## config.mk

```make
export PLATFORM = sky130hd
export DESIGN_NAME = fwp_cmd_ctrl
export DESIGN_NICKNAME = d
export VERILOG_FILES = /design/src/rtl/fwp_pkg.sv /design/src/rtl/fwp_array.sv /design/src/rtl/fwp_status.sv /design/src/rtl/fwp_wsm.sv /design/src/rtl/fwp_cmd_ctrl.sv
export SDC_FILE = /design/constraint.sdc
export NUM_CORES = 2
export LEC_CHECK = 0
export BUFFER_PORTS_ARGS = -buffer_cell sky130_fd_sc_hd__buf_2
export CORE_MARGIN = 2
export CORE_UTILIZATION = 35
export DETAILED_ROUTE_END_ITERATION = 8
export SLEW_MARGIN = 20
export SYNTH_ARGS = -nofsm -noshare
export SYNTH_HDL_FRONTEND = slang
export SYNTH_HIERARCHICAL = 1
export SYNTH_SLANG_ARGS = --single-unit
```

## constraint.sdc

```tcl
create_clock -name clk_i -period 6.7 [get_ports clk_i]
set_clock_uncertainty 0.1 [all_clocks]
set_input_delay 0.67 -clock clk_i [delete_from_list [all_inputs] [get_ports clk_i]]
set_output_delay 0.67 -clock clk_i [all_outputs]
set_load 0.01 [all_outputs]
```

## src/rtl/fwp_pkg.sv

```systemverilog
package fwp_pkg;
  localparam logic [7:0] CMD_SETUP_A = 8'h40;
  localparam logic [7:0] CMD_SETUP_B = 8'h10;
  localparam logic [7:0] CMD_CLR_SR  = 8'h50;
  localparam logic [7:0] CMD_RD_ARR  = 8'hFF;
  localparam logic [7:0] CMD_RD_SR   = 8'h70;
  localparam logic [7:0] CMD_RD_ID   = 8'h90;
  localparam logic [7:0] CMD_RD_QRY  = 8'h98;

  localparam logic [15:0] ID_WORD   = 16'h00E1;
  localparam logic [15:0] QRY_WORD  = 16'h0051;
  localparam logic [15:0] BUSY_WORD = 16'hBAD0;

  typedef enum logic [1:0] {MD_ARRAY, MD_STATUS, MD_IDENT, MD_QUERY} rd_mode_e;
  typedef enum logic [1:0] {ST_IDLE, ST_SETUP, ST_PROG, ST_VERIFY} wsm_state_e;

  function automatic logic is_rd_cmd(input logic [7:0] c);
    return c == CMD_RD_ARR || c == CMD_RD_SR || c == CMD_RD_ID || c == CMD_RD_QRY;
  endfunction

  function automatic rd_mode_e rd_mode_of(input logic [7:0] c, input rd_mode_e cur);
    case (c)
      CMD_RD_ARR: return MD_ARRAY;
      CMD_RD_SR:  return MD_STATUS;
      CMD_RD_ID:  return MD_IDENT;
      CMD_RD_QRY: return MD_QUERY;
      default:    return cur;
    endcase
  endfunction
endpackage

```

## src/rtl/fwp_array.sv

```systemverilog
module fwp_array #(
  parameter int DEPTH  = 64,
  parameter int DATA_W = 16,
  localparam int ADDR_W = $clog2(DEPTH)
) (
  input  logic              clk_i,
  input  logic              rst_ni,
  input  logic              commit_i,
  input  logic [ADDR_W-1:0] waddr_i,
  input  logic [DATA_W-1:0] wdata_i,
  input  logic [ADDR_W-1:0] raddr_a_i,
  output logic [DATA_W-1:0] rdata_a_o,
  input  logic [ADDR_W-1:0] raddr_b_i,
  output logic [DATA_W-1:0] rdata_b_o
);
  logic [DATA_W-1:0] mem [DEPTH];

  for (genvar g = 0; g < DEPTH; g++) begin : g_word
    always_ff @(posedge clk_i or negedge rst_ni) begin
      if (!rst_ni)                                     mem[g] <= '1;
      else if (commit_i && waddr_i == ADDR_W'(g))      mem[g] <= mem[g] & wdata_i;
    end
  end

  assign rdata_a_o = mem[raddr_a_i];
  assign rdata_b_o = mem[raddr_b_i];

  // a stored word seen through port b never gains a one
  a_r6_no_set_bits: assert property (@(posedge clk_i) disable iff (!rst_ni)
    $stable(raddr_b_i) |-> ((rdata_b_o & ~$past(rdata_b_o)) == '0));
endmodule

```

## src/rtl/fwp_status.sv

```systemverilog
module fwp_status (
  input  logic       clk_i,
  input  logic       rst_ni,
  input  logic       busy_i,
  input  logic       clr_i,
  input  logic       err_vpp_i,
  input  logic       err_lock_i,
  input  logic       err_vfy_i,
  output logic [7:0] sr_o
);
  logic e_prog_q, e_vpp_q, e_lock_q;

  always_ff @(posedge clk_i or negedge rst_ni) begin
    if (!rst_ni) begin
      e_prog_q <= 1'b0;
      e_vpp_q  <= 1'b0;
      e_lock_q <= 1'b0;
    end else if (clr_i) begin
      e_prog_q <= 1'b0;
      e_vpp_q  <= 1'b0;
      e_lock_q <= 1'b0;
    end else begin
      e_prog_q <= e_prog_q | err_vpp_i | err_lock_i | err_vfy_i;
      e_vpp_q  <= e_vpp_q  | err_vpp_i;
      e_lock_q <= e_lock_q | err_lock_i;
    end
  end

  assign sr_o = {!busy_i, 2'b00, e_prog_q, e_vpp_q, 1'b0, e_lock_q, 1'b0};

  a_r4_vpp_bits: assert property (@(posedge clk_i) disable iff (!rst_ni)
    err_vpp_i |=> (sr_o[4] && sr_o[3]));
  a_r9_sticky_lock: assert property (@(posedge clk_i) disable iff (!rst_ni)
    (sr_o[1] && !clr_i) |=> sr_o[1]);
  a_r7_no_clear_busy: assert property (@(posedge clk_i) disable iff (!rst_ni)
    clr_i |-> !busy_i);
endmodule

```

## src/rtl/fwp_wsm.sv

```systemverilog
module fwp_wsm
  import fwp_pkg::*;
#(
  parameter int ADDR_W   = 6,
  parameter int DATA_W   = 16,
  parameter int PROG_CYC = 8,
  localparam int CNT_W   = $clog2(PROG_CYC + 1)
) (
  input  logic              clk_i,
  input  logic              rst_ni,
  input  logic              we_i,
  input  logic [ADDR_W-1:0] addr_i,
  input  logic [DATA_W-1:0] wdata_i,
  input  logic              supply_ok_i,
  input  logic              lock_hit_i,
  input  logic [DATA_W-1:0] rd_b_i,
  output rd_mode_e          mode_o,
  output logic              busy_o,
  output logic              commit_o,
  output logic [ADDR_W-1:0] paddr_o,
  output logic [DATA_W-1:0] pdata_o,
  output logic              clr_o,
  output logic              err_vpp_o,
  output logic              err_lock_o,
  output logic              err_vfy_o
);
  wsm_state_e        state_q;
  rd_mode_e          mode_q;
  logic [CNT_W-1:0]  cnt_q;
  logic [DATA_W-1:0] exp_q;
  logic [7:0]        cmd;

  assign cmd        = wdata_i[7:0];
  assign busy_o     = state_q == ST_PROG || state_q == ST_VERIFY;
  assign commit_o   = state_q == ST_PROG && cnt_q == CNT_W'(PROG_CYC - 1);
  assign clr_o      = state_q == ST_IDLE && we_i && cmd == CMD_CLR_SR;
  assign err_vpp_o  = state_q == ST_SETUP && we_i && !supply_ok_i;
  assign err_lock_o = state_q == ST_SETUP && we_i && supply_ok_i && lock_hit_i;
  assign err_vfy_o  = state_q == ST_VERIFY && rd_b_i != exp_q;
  assign mode_o     = mode_q;

  always_ff @(posedge clk_i or negedge rst_ni) begin
    if (!rst_ni) begin
      state_q <= ST_IDLE;
      mode_q  <= MD_ARRAY;
      cnt_q   <= '0;
      paddr_o <= '0;
      pdata_o <= '0;
      exp_q   <= '0;
    end else begin
      unique case (state_q)
        ST_IDLE: if (we_i) begin
          if (cmd == CMD_SETUP_A || cmd == CMD_SETUP_B) begin
            state_q <= ST_SETUP;
            mode_q  <= MD_STATUS;
          end else begin
            mode_q <= rd_mode_of(cmd, mode_q);
          end
        end
        ST_SETUP: if (we_i) begin
          mode_q <= MD_STATUS;
          if (!supply_ok_i || lock_hit_i) begin
            state_q <= ST_IDLE;
          end else begin
            paddr_o <= addr_i;
            pdata_o <= wdata_i;
            cnt_q   <= '0;
            state_q <= ST_PROG;
          end
        end
        ST_PROG: begin
          if (we_i && is_rd_cmd(cmd)) mode_q <= rd_mode_of(cmd, mode_q);
          cnt_q <= cnt_q + 1'b1;
          if (commit_o) begin
            exp_q   <= rd_b_i & pdata_o;
            state_q <= ST_VERIFY;
          end
        end
        ST_VERIFY: begin
          if (we_i && is_rd_cmd(cmd)) mode_q <= rd_mode_of(cmd, mode_q);
          state_q <= ST_IDLE;
        end
        default: state_q <= ST_IDLE;
      endcase
    end
  end

  a_r3_ready_after_verify: assert property (@(posedge clk_i) disable iff (!rst_ni)
    $fell(busy_o) |-> $past(state_q) == ST_VERIFY);
  a_r5_lock_no_prog: assert property (@(posedge clk_i) disable iff (!rst_ni)
    err_lock_o |=> !busy_o);
  a_r4_vpp_no_prog: assert property (@(posedge clk_i) disable iff (!rst_ni)
    err_vpp_o |=> (!busy_o && !commit_o));
  a_r7_setup_ignored_busy: assert property (@(posedge clk_i) disable iff (!rst_ni)
    busy_o |=> state_q != ST_SETUP);
endmodule

```

## src/rtl/fwp_cmd_ctrl.sv

```systemverilog
module fwp_cmd_ctrl
  import fwp_pkg::*;
#(
  parameter int DEPTH    = 64,
  parameter int NUM_BLK  = 4,
  parameter int DATA_W   = 16,
  parameter int PROG_CYC = 8,
  localparam int ADDR_W  = $clog2(DEPTH),
  localparam int BLK_W   = (NUM_BLK > 1) ? $clog2(NUM_BLK) : 1
) (
  input  logic              clk_i,
  input  logic              rst_ni,
  input  logic              we_i,
  input  logic [ADDR_W-1:0] addr_i,
  input  logic [DATA_W-1:0] wdata_i,
  output logic [DATA_W-1:0] rdata_o,
  input  logic              supply_ok_i,
  input  logic [NUM_BLK-1:0] lock_i
);
  rd_mode_e          mode;
  logic              busy, commit, clr, e_vpp, e_lock, e_vfy, lock_hit;
  logic [ADDR_W-1:0] paddr;
  logic [DATA_W-1:0] pdata, rd_a, rd_b;
  logic [7:0]        sr;
  logic [BLK_W-1:0]  blk;

  if (NUM_BLK > 1) begin : g_blk
    assign blk = addr_i[ADDR_W-1 -: BLK_W];
  end else begin : g_one
    assign blk = '0;
  end
  assign lock_hit = lock_i[blk];

  fwp_wsm #(.ADDR_W(ADDR_W), .DATA_W(DATA_W), .PROG_CYC(PROG_CYC)) wsm_i (
    .clk_i, .rst_ni, .we_i, .addr_i, .wdata_i, .supply_ok_i,
    .lock_hit_i(lock_hit), .rd_b_i(rd_b), .mode_o(mode), .busy_o(busy),
    .commit_o(commit), .paddr_o(paddr), .pdata_o(pdata), .clr_o(clr),
    .err_vpp_o(e_vpp), .err_lock_o(e_lock), .err_vfy_o(e_vfy)
  );

  fwp_array #(.DEPTH(DEPTH), .DATA_W(DATA_W)) array_i (
    .clk_i, .rst_ni, .commit_i(commit), .waddr_i(paddr), .wdata_i(pdata),
    .raddr_a_i(addr_i), .rdata_a_o(rd_a), .raddr_b_i(paddr), .rdata_b_o(rd_b)
  );

  fwp_status status_i (
    .clk_i, .rst_ni, .busy_i(busy), .clr_i(clr), .err_vpp_i(e_vpp),
    .err_lock_i(e_lock), .err_vfy_i(e_vfy), .sr_o(sr)
  );

  always_comb begin
    unique case (mode)
      MD_ARRAY:  rdata_o = busy ? DATA_W'(BUSY_WORD) : rd_a;
      MD_STATUS: rdata_o = DATA_W'(sr);
      MD_IDENT:  rdata_o = DATA_W'(ID_WORD);
      default:   rdata_o = DATA_W'(QRY_WORD);
    endcase
  end

  a_r2_status_high_zero: assert property (@(posedge clk_i) disable iff (!rst_ni)
    (mode == MD_STATUS) |-> rdata_o[DATA_W-1:8] == '0);
endmodule

```

[Yosys cells after proc, flatten, opt, wreduce, memory -nomap -nowiden]
Index checks and enable logic that the tools add are counted.
Operators by class
  $add $sub $neg: 1
  order comparisons: 3
  eq/ne operators: 83
  mux-type cells: 28
  bitwise logic cells: 73
  reduce and logical (&&, ||, !) cells: 91
Operators by type and width (count)
  AND 16 bit: 65
  binary-select mux 16 bit (select 6 bit): 2
  equality test 6 bit, second input constant: 32
  equality test 6 x 5 -> 1 bit, second input constant: 16
  two-way mux 16 bit: 5
  logical AND 1 bit: 73
  equality test 6 x 4 -> 1 bit, second input constant: 8
  case mux 16 bit (3 select lines): 1
  equality test 6 x 3 -> 1 bit, second input constant: 4
  equality test 8 x 7 -> 1 bit, second input constant: 3
  equality test 8 bit, second input constant: 3
  two-way mux 2 bit: 9
  != test 16 bit: 1
  case mux 2 bit (4 select lines): 2
  greater-or-equal comparator 7 bit, second input constant: 2
  inverter 6 -> 7 bit: 2
  equality test 6 x 2 -> 1 bit, second input constant: 2
  AND reduction 3 bit: 3
  equality test 8 x 5 -> 1 bit, second input constant: 1
  two-way mux 4 bit: 2
  != test 2 bit, second input constant: 4
  case mux 4 bit (2 select lines): 1
  equality test 2 bit, second input constant: 3
  equality test 6 x 1 -> 1 bit, second input constant: 1
  18 further kinds: 34
Storage, ports and cells
  bits in registers: 1073
  logic and storage cells: 352

[Longest topological paths before layout]
  depth in word-level cells: 8
  depth in mapped cells: 14
  gate-level depth less buffers: 11

[Modules after synthesis]
Netlist, hierarchy kept.
By module, submodules not included
  fwp_array: times used 1, cells each 3597, area an instance 52103.7 µm²
  fwp_wsm: times used 1, cells each 192, area an instance 2129.5 µm²
  fwp_cmd_ctrl: times used 1, cells each 37, area an instance 245.2 µm²
  fwp_status: times used 1, cells each 18, area an instance 160.2 µm²

[Worst setup path before layout]
No wires, ideal clock.
  path type: in2out
  start: in addr_i[0]
  end: out rdata_o[2]
  data arrival time: 2.554 ns
  required time: 5.930 ns
  slack: 3.376 ns
  cell stages on the path: 11
  path buffers: 4
  cell sequence: buf_4 -> buf_6 -> buf_4 -> and2_1 -> clkbuf_1 -> a22oi_1 -> nand3_1 -> o211a_1 -> o22ai_1 -> or3b_1 -> a21oi_1
On the way
  word-level cells in the longest chain between the ends: 6
RTL lines
  start, declared: RTL line fwp_cmd_ctrl.sv:14  | input logic [ADDR_W-1:0] addr_i,
  inverter 6 -> 7 bit (not written as such): RTL line fwp_array.sv:25  | assign rdata_a_o = mem[raddr_a_i];
  binary-select mux 16 bit (select 6 bit): RTL line fwp_array.sv:25
  two-way mux 16 bit (not written as such) (2 in series): RTL line fwp_array.sv:25
  via rd_a[2]: RTL line fwp_cmd_ctrl.sv:23  | logic [DATA_W-1:0] pdata, rd_a, rd_b;
  two-way mux 16 bit: RTL line fwp_cmd_ctrl.sv:53  | MD_ARRAY: rdata_o = busy ? DATA_W'(BUSY_WORD) : rd_a;
  case mux 16 bit (3 select lines): RTL line fwp_cmd_ctrl.sv:52  | unique case (mode)
  end, declared: RTL line fwp_cmd_ctrl.sv:16  | output logic [DATA_W-1:0] rdata_o,
The timed path passes the listed nets, and every way through them passes these cells. The select of a mux whose other input is x is not followed.

[Worst setup path in the final report]
  start: reg wsm_i.paddr_o[3]
  end: reg status_i.e_prog_q
On the way
  word-level cells in the longest chain between the ends: 8
RTL lines
  start, declared: RTL line fwp_wsm.sv:20  | output logic [ADDR_W-1:0] paddr_o,
  start signal, assigned: RTL line fwp_wsm.sv:65  | paddr_o <= addr_i;
  inverter 6 -> 7 bit (not written as such): RTL line fwp_array.sv:26  | assign rdata_b_o = mem[raddr_b_i];
  binary-select mux 16 bit (select 6 bit): RTL line fwp_array.sv:26
  two-way mux 16 bit (not written as such) (2 in series): RTL line fwp_array.sv:26
  via rd_b[12]: RTL line fwp_cmd_ctrl.sv:23
  != test 16 bit: RTL line fwp_wsm.sv:39  | assign err_vfy_o = state_q == ST_VERIFY && rd_b_i != exp_q;
  logical AND 1 bit: RTL line fwp_wsm.sv:39
  via e_vfy: RTL line fwp_cmd_ctrl.sv:21  | logic busy, commit, clr, e_vpp, e_lock, e_vfy, lock_hit;
  bitwise OR 1 bit: RTL line fwp_status.sv:23  | e_prog_q <= e_prog_q | err_vpp_i | err_lock_i | err_vfy_i;
  two-way mux 1 bit: RTL line fwp_status.sv:18  | end else if (clr_i) begin
  end signal, assigned: RTL line fwp_status.sv:23
  end, declared: RTL line fwp_status.sv:11  | logic e_prog_q, e_vpp_q, e_lock_q;
The timed path passes the listed nets, and every way through them passes these cells. The select of a mux whose other input is x is not followed.
A chain may end at the register's enable or synchronous reset.

==> results.sh <==
export IMPL_outcome="finished, final reports clean"
export IMPL_worstSkewPairLatency_ns=0.76
export IMPL_grt_overflow_total=0
export IMPL_final_max_slew_viol_count=0
export IMPL_irDropWorstVdd_mv=0.270
export IMPL_cts_buffers=111
export IMPL_coreArea_sq_mm=0.155
export IMPL_antenna_found_initial=9
export IMPL_syn_to_final_growth_pct=10.3
export IMPL_period_needed_ns=5.42
export IMPL_ctsLongestPathBuffers=3
export IMPL_hold_slack_ns=0.0565
export IMPL_reg2reg_slack_ns=1.28
export IMPL_power_density_mw_per_mm2=277
export IMPL_clk_pin_slew_worst_paths_ns=0.07
export IMPL_timing_rr_start="wsm_i/paddr_o[3]"
export IMPL_total_power_w=0.0167
export IMPL_crit_fanout=20
export IMPL_synth_top_area_share_pct=49.2
export IMPL_max_freq_mhz=185
export IMPL_reg2reg_to="status_i/e_prog_q"
export IMPL_vias_per_cell=6.13
export IMPL_yosysWarnings=6
export IMPL_rsz0062_at_grt="false"
export IMPL_min_period_over_period_pct=80.9
export IMPL_worstPathRequired_ns=7.20
export IMPL_via_count=35800
export IMPL_critPathKind="register to register"
export IMPL_drt_iter0_drc=3560
export IMPL_synthCells=3844
export IMPL_min_delay_start="wdata_i[13]"
export IMPL_dr_pass1_iters=6
export IMPL_post_cts_setup_buffers=0
export IMPL_cts_tree="done"
export IMPL_grt_max_degree=164
export IMPL_htreeDepth=3
export IMPL_whs_endpoint="wsm_i/pdata_o[13]"
export IMPL_tns_ns=0
export IMPL_cts_hold_buffers=0
export IMPL_dieHeight_um=399
export IMPL_mostFrequentLayoutCells="1030 x o21a_1, 1024 x dfstp_2, 481 x mux4_2, 140 x nand2_1, 130 x mux2i_1"
export IMPL_cpPeakStageDelay_ns=0.80
export IMPL_hp_class="input port to register"
export IMPL_grt_pass1_wl_um=259000
export IMPL_worst_slack_ns=1.28
export IMPL_arrival_ns=5.92
export IMPL_yosys_top_cells_area="dfstp_2 49%, mux4_2 20%, o21a_1 14%, mux2i_1 2.4%, dfrtp_1 2.2%"
export IMPL_relSlewSlack_pct=16.4
export IMPL_final_antenna_net_count=0
export IMPL_fillers=14400
export IMPL_synth_ff_type="dfstp_2"
export IMPL_start_util_pct=35.3
export IMPL_ys_types=61
export IMPL_die_area_sq_mm=0.159
export IMPL_wl_per_cell_um=30.0
export IMPL_cpLargestDelayFamily="simple AND/OR/NAND/NOR gates"
export IMPL_cts_sinks=1073
export IMPL_final_common_cell="o21a_1"
export IMPL_stdcell_count=5840
export IMPL_synth_seq_cells=1073
export IMPL_dp_cells=5631
export IMPL_synth_edf_count=0
export IMPL_syn_area_per_cell_sq_um=14.2
export IMPL_rows=144
export IMPL_syn_area_sq_mm=0.0546
export IMPL_max_cap_violations=0
export IMPL_dpl_hpwl_um=108000
export IMPL_portBuffers=45
export IMPL_die_w_um=399
export IMPL_grt_pass1_vias=36500
export IMPL_yosys_area_top_type="dfstp_2"
export IMPL_cp_end_kind="register"
export IMPL_setup_viol=0
export IMPL_post_place_ws_ns=1.72
export IMPL_power_static_leakage_nw=21.2
export IMPL_yosysSeqAreaShare_pct=51.5
export IMPL_cp_num_buf_inv=2
export IMPL_crit_slowest_cell="a21oi_1"
export IMPL_nets=3731
export IMPL_track_usage_pct=22.0
export IMPL_reg2reg_depth=13
export IMPL_pin_count=46
export IMPL_crit_chain="nand2b_1, buf_4, or2_1, buf_4, o211ai_1, a21oi_1, a22o_1, xor2_1, nor4_1, nand4_1, and3_1, nor4_1, nor2_1"
export IMPL_tightest_slew_ns=1.25
export IMPL_hold_viol=0
export IMPL_drc=0
export IMPL_min_path_cells=2
export IMPL_drive_gt1_share_pct=50.1
export IMPL_root_buffer="clkbuf_16"
export IMPL_async_reset_ff_share_pct=100
export IMPL_critPathLaunchType="register"
export IMPL_cts_resized_gates=0
export IMPL_routed_wl_um=175000
export IMPL_place_congestion=0.953
## cell usage after synthesis (3+ instances only)
cell,number
buf_1,31
nor2b_1,27
inv_1,7
o211a_1,10
buf_4,52
and3_1,3
a21oi_1,65
nand3_1,37
mux2_2,44
clkbuf_1,196
and2_1,8
xor2_1,17
nor4_1,6
a22oi_1,122
buf_2,87
a22o_1,16
nand2_1,148
buf_6,20
o32ai_1,16
nand2b_1,27
a211oi_1,32
o211ai_1,16
nor3_1,12
mux2i_1,130
a221oi_1,11
dfrtp_1,49
dfstp_2,1024
o22ai_1,29
mux4_2,481
or3b_1,3
o21a_1,1030
and4_1,5
o21ai_0,22
nor2_1,29
## state kept, by name (all words and copies together) (netlist names), named ones only
name / flops
array_i/mem: 1024
wsm_i/exp_q: 16
wsm_i/pdata_o: 16
wsm_i/paddr_o: 6
wsm_i/cnt_q: 4
wsm_i/mode_o: 2
status_i/e_lock_q: 1
status_i/e_prog_q: 1
status_i/e_vpp_q: 1
wsm_i/state_q: 1
## per-stage QoR
step	instance area [sq um]	utilization, %
detailed placement	56400	36.5
floorplan	54600	-
global placement	56400	36.5
finish	60200	39.0
CTS	60200	39.0
global route	60200	39.0
## metal layers
metal / vias to the layer above / global-route usage [%] / wire, um / part of all wire, %
met1: 19300 / 29.5 / 71500 / 41
met3: 401 / 6.84 / 16500 / 9.4
met5: - / 0 / 92 / 0.053
met2: 1478 / 33.4 / 79600 / 45
met4: 12 / 8.73 / 7420 / 4.2
li1: 14600 / - / - / -
## worst register-to-register path: cells and delay by family (launching register included)
kind            cells  cell delay, ns
flops               1            0.72
simple gates        7            2.04
compound gates      3            1.49
buf+inv             2            0.78
xor+xnor            1            0.13
## cell families after synthesis
family | count (synthesis) | share of synthesized area (%)
DFF | 1073 | 51.5
adders and majority gates | 1 | 0.0229
buffers and inverters | 394 | 3.54
and+or+nand+nor | 324 | 2.91
xor gates and xnor gates | 18 | 0.289
other | 1 | 0.00686
AOI/OAI and AO/OA | 1378 | 18.6
muxes | 655 | 23.1
## worst max path at each step
| stage | start | endpoint | slack, ns | cells after the start |
|---|---|---|---|---|
| after floorplan | addr_i[0] | rdata_o[2] | 3.38 | 11 |
| after global placement | wsm_i/paddr_o[3] | status_i/e_prog_q | 1.61 | 13 |
| final | wsm_i/paddr_o[3] | status_i/e_prog_q | 1.28 | 13 |
| after global routing | wsm_i/paddr_o[3] | status_i/e_prog_q | 1.26 | 13 |
| after CTS | wsm_i/paddr_o[3] | status_i/e_prog_q | 1.66 | 13 |
| after detailed placement | wsm_i/paddr_o[3] | status_i/e_prog_q | 1.72 | 13 |
## cell type report
class | instances | area [sq um] | share of cell area, %
Sequential cell | 1073 | 28200 | 46.7
Multi-Input combinational cell | 2380 | 24600 | 40.9
Clock buffer | 171 | 3300 | 5.49
Tap cell | 2044 | 2560 | 4.25
Timing Repair Buffer | 127 | 1050 | 1.75
Clock inverter | 36 | 485 | 0.806
Inverter | 7 | 26.3 | 0.0436
Antenna cell | 2 | 5.00 | 0.00831
## power by group
group          switching, W  internal (W)
combinational       0.00249      0.000920
sequential         0.000171       0.00659
clock               0.00273       0.00378
total               0.00539        0.0113
Power figures use the tool's default switching activity.
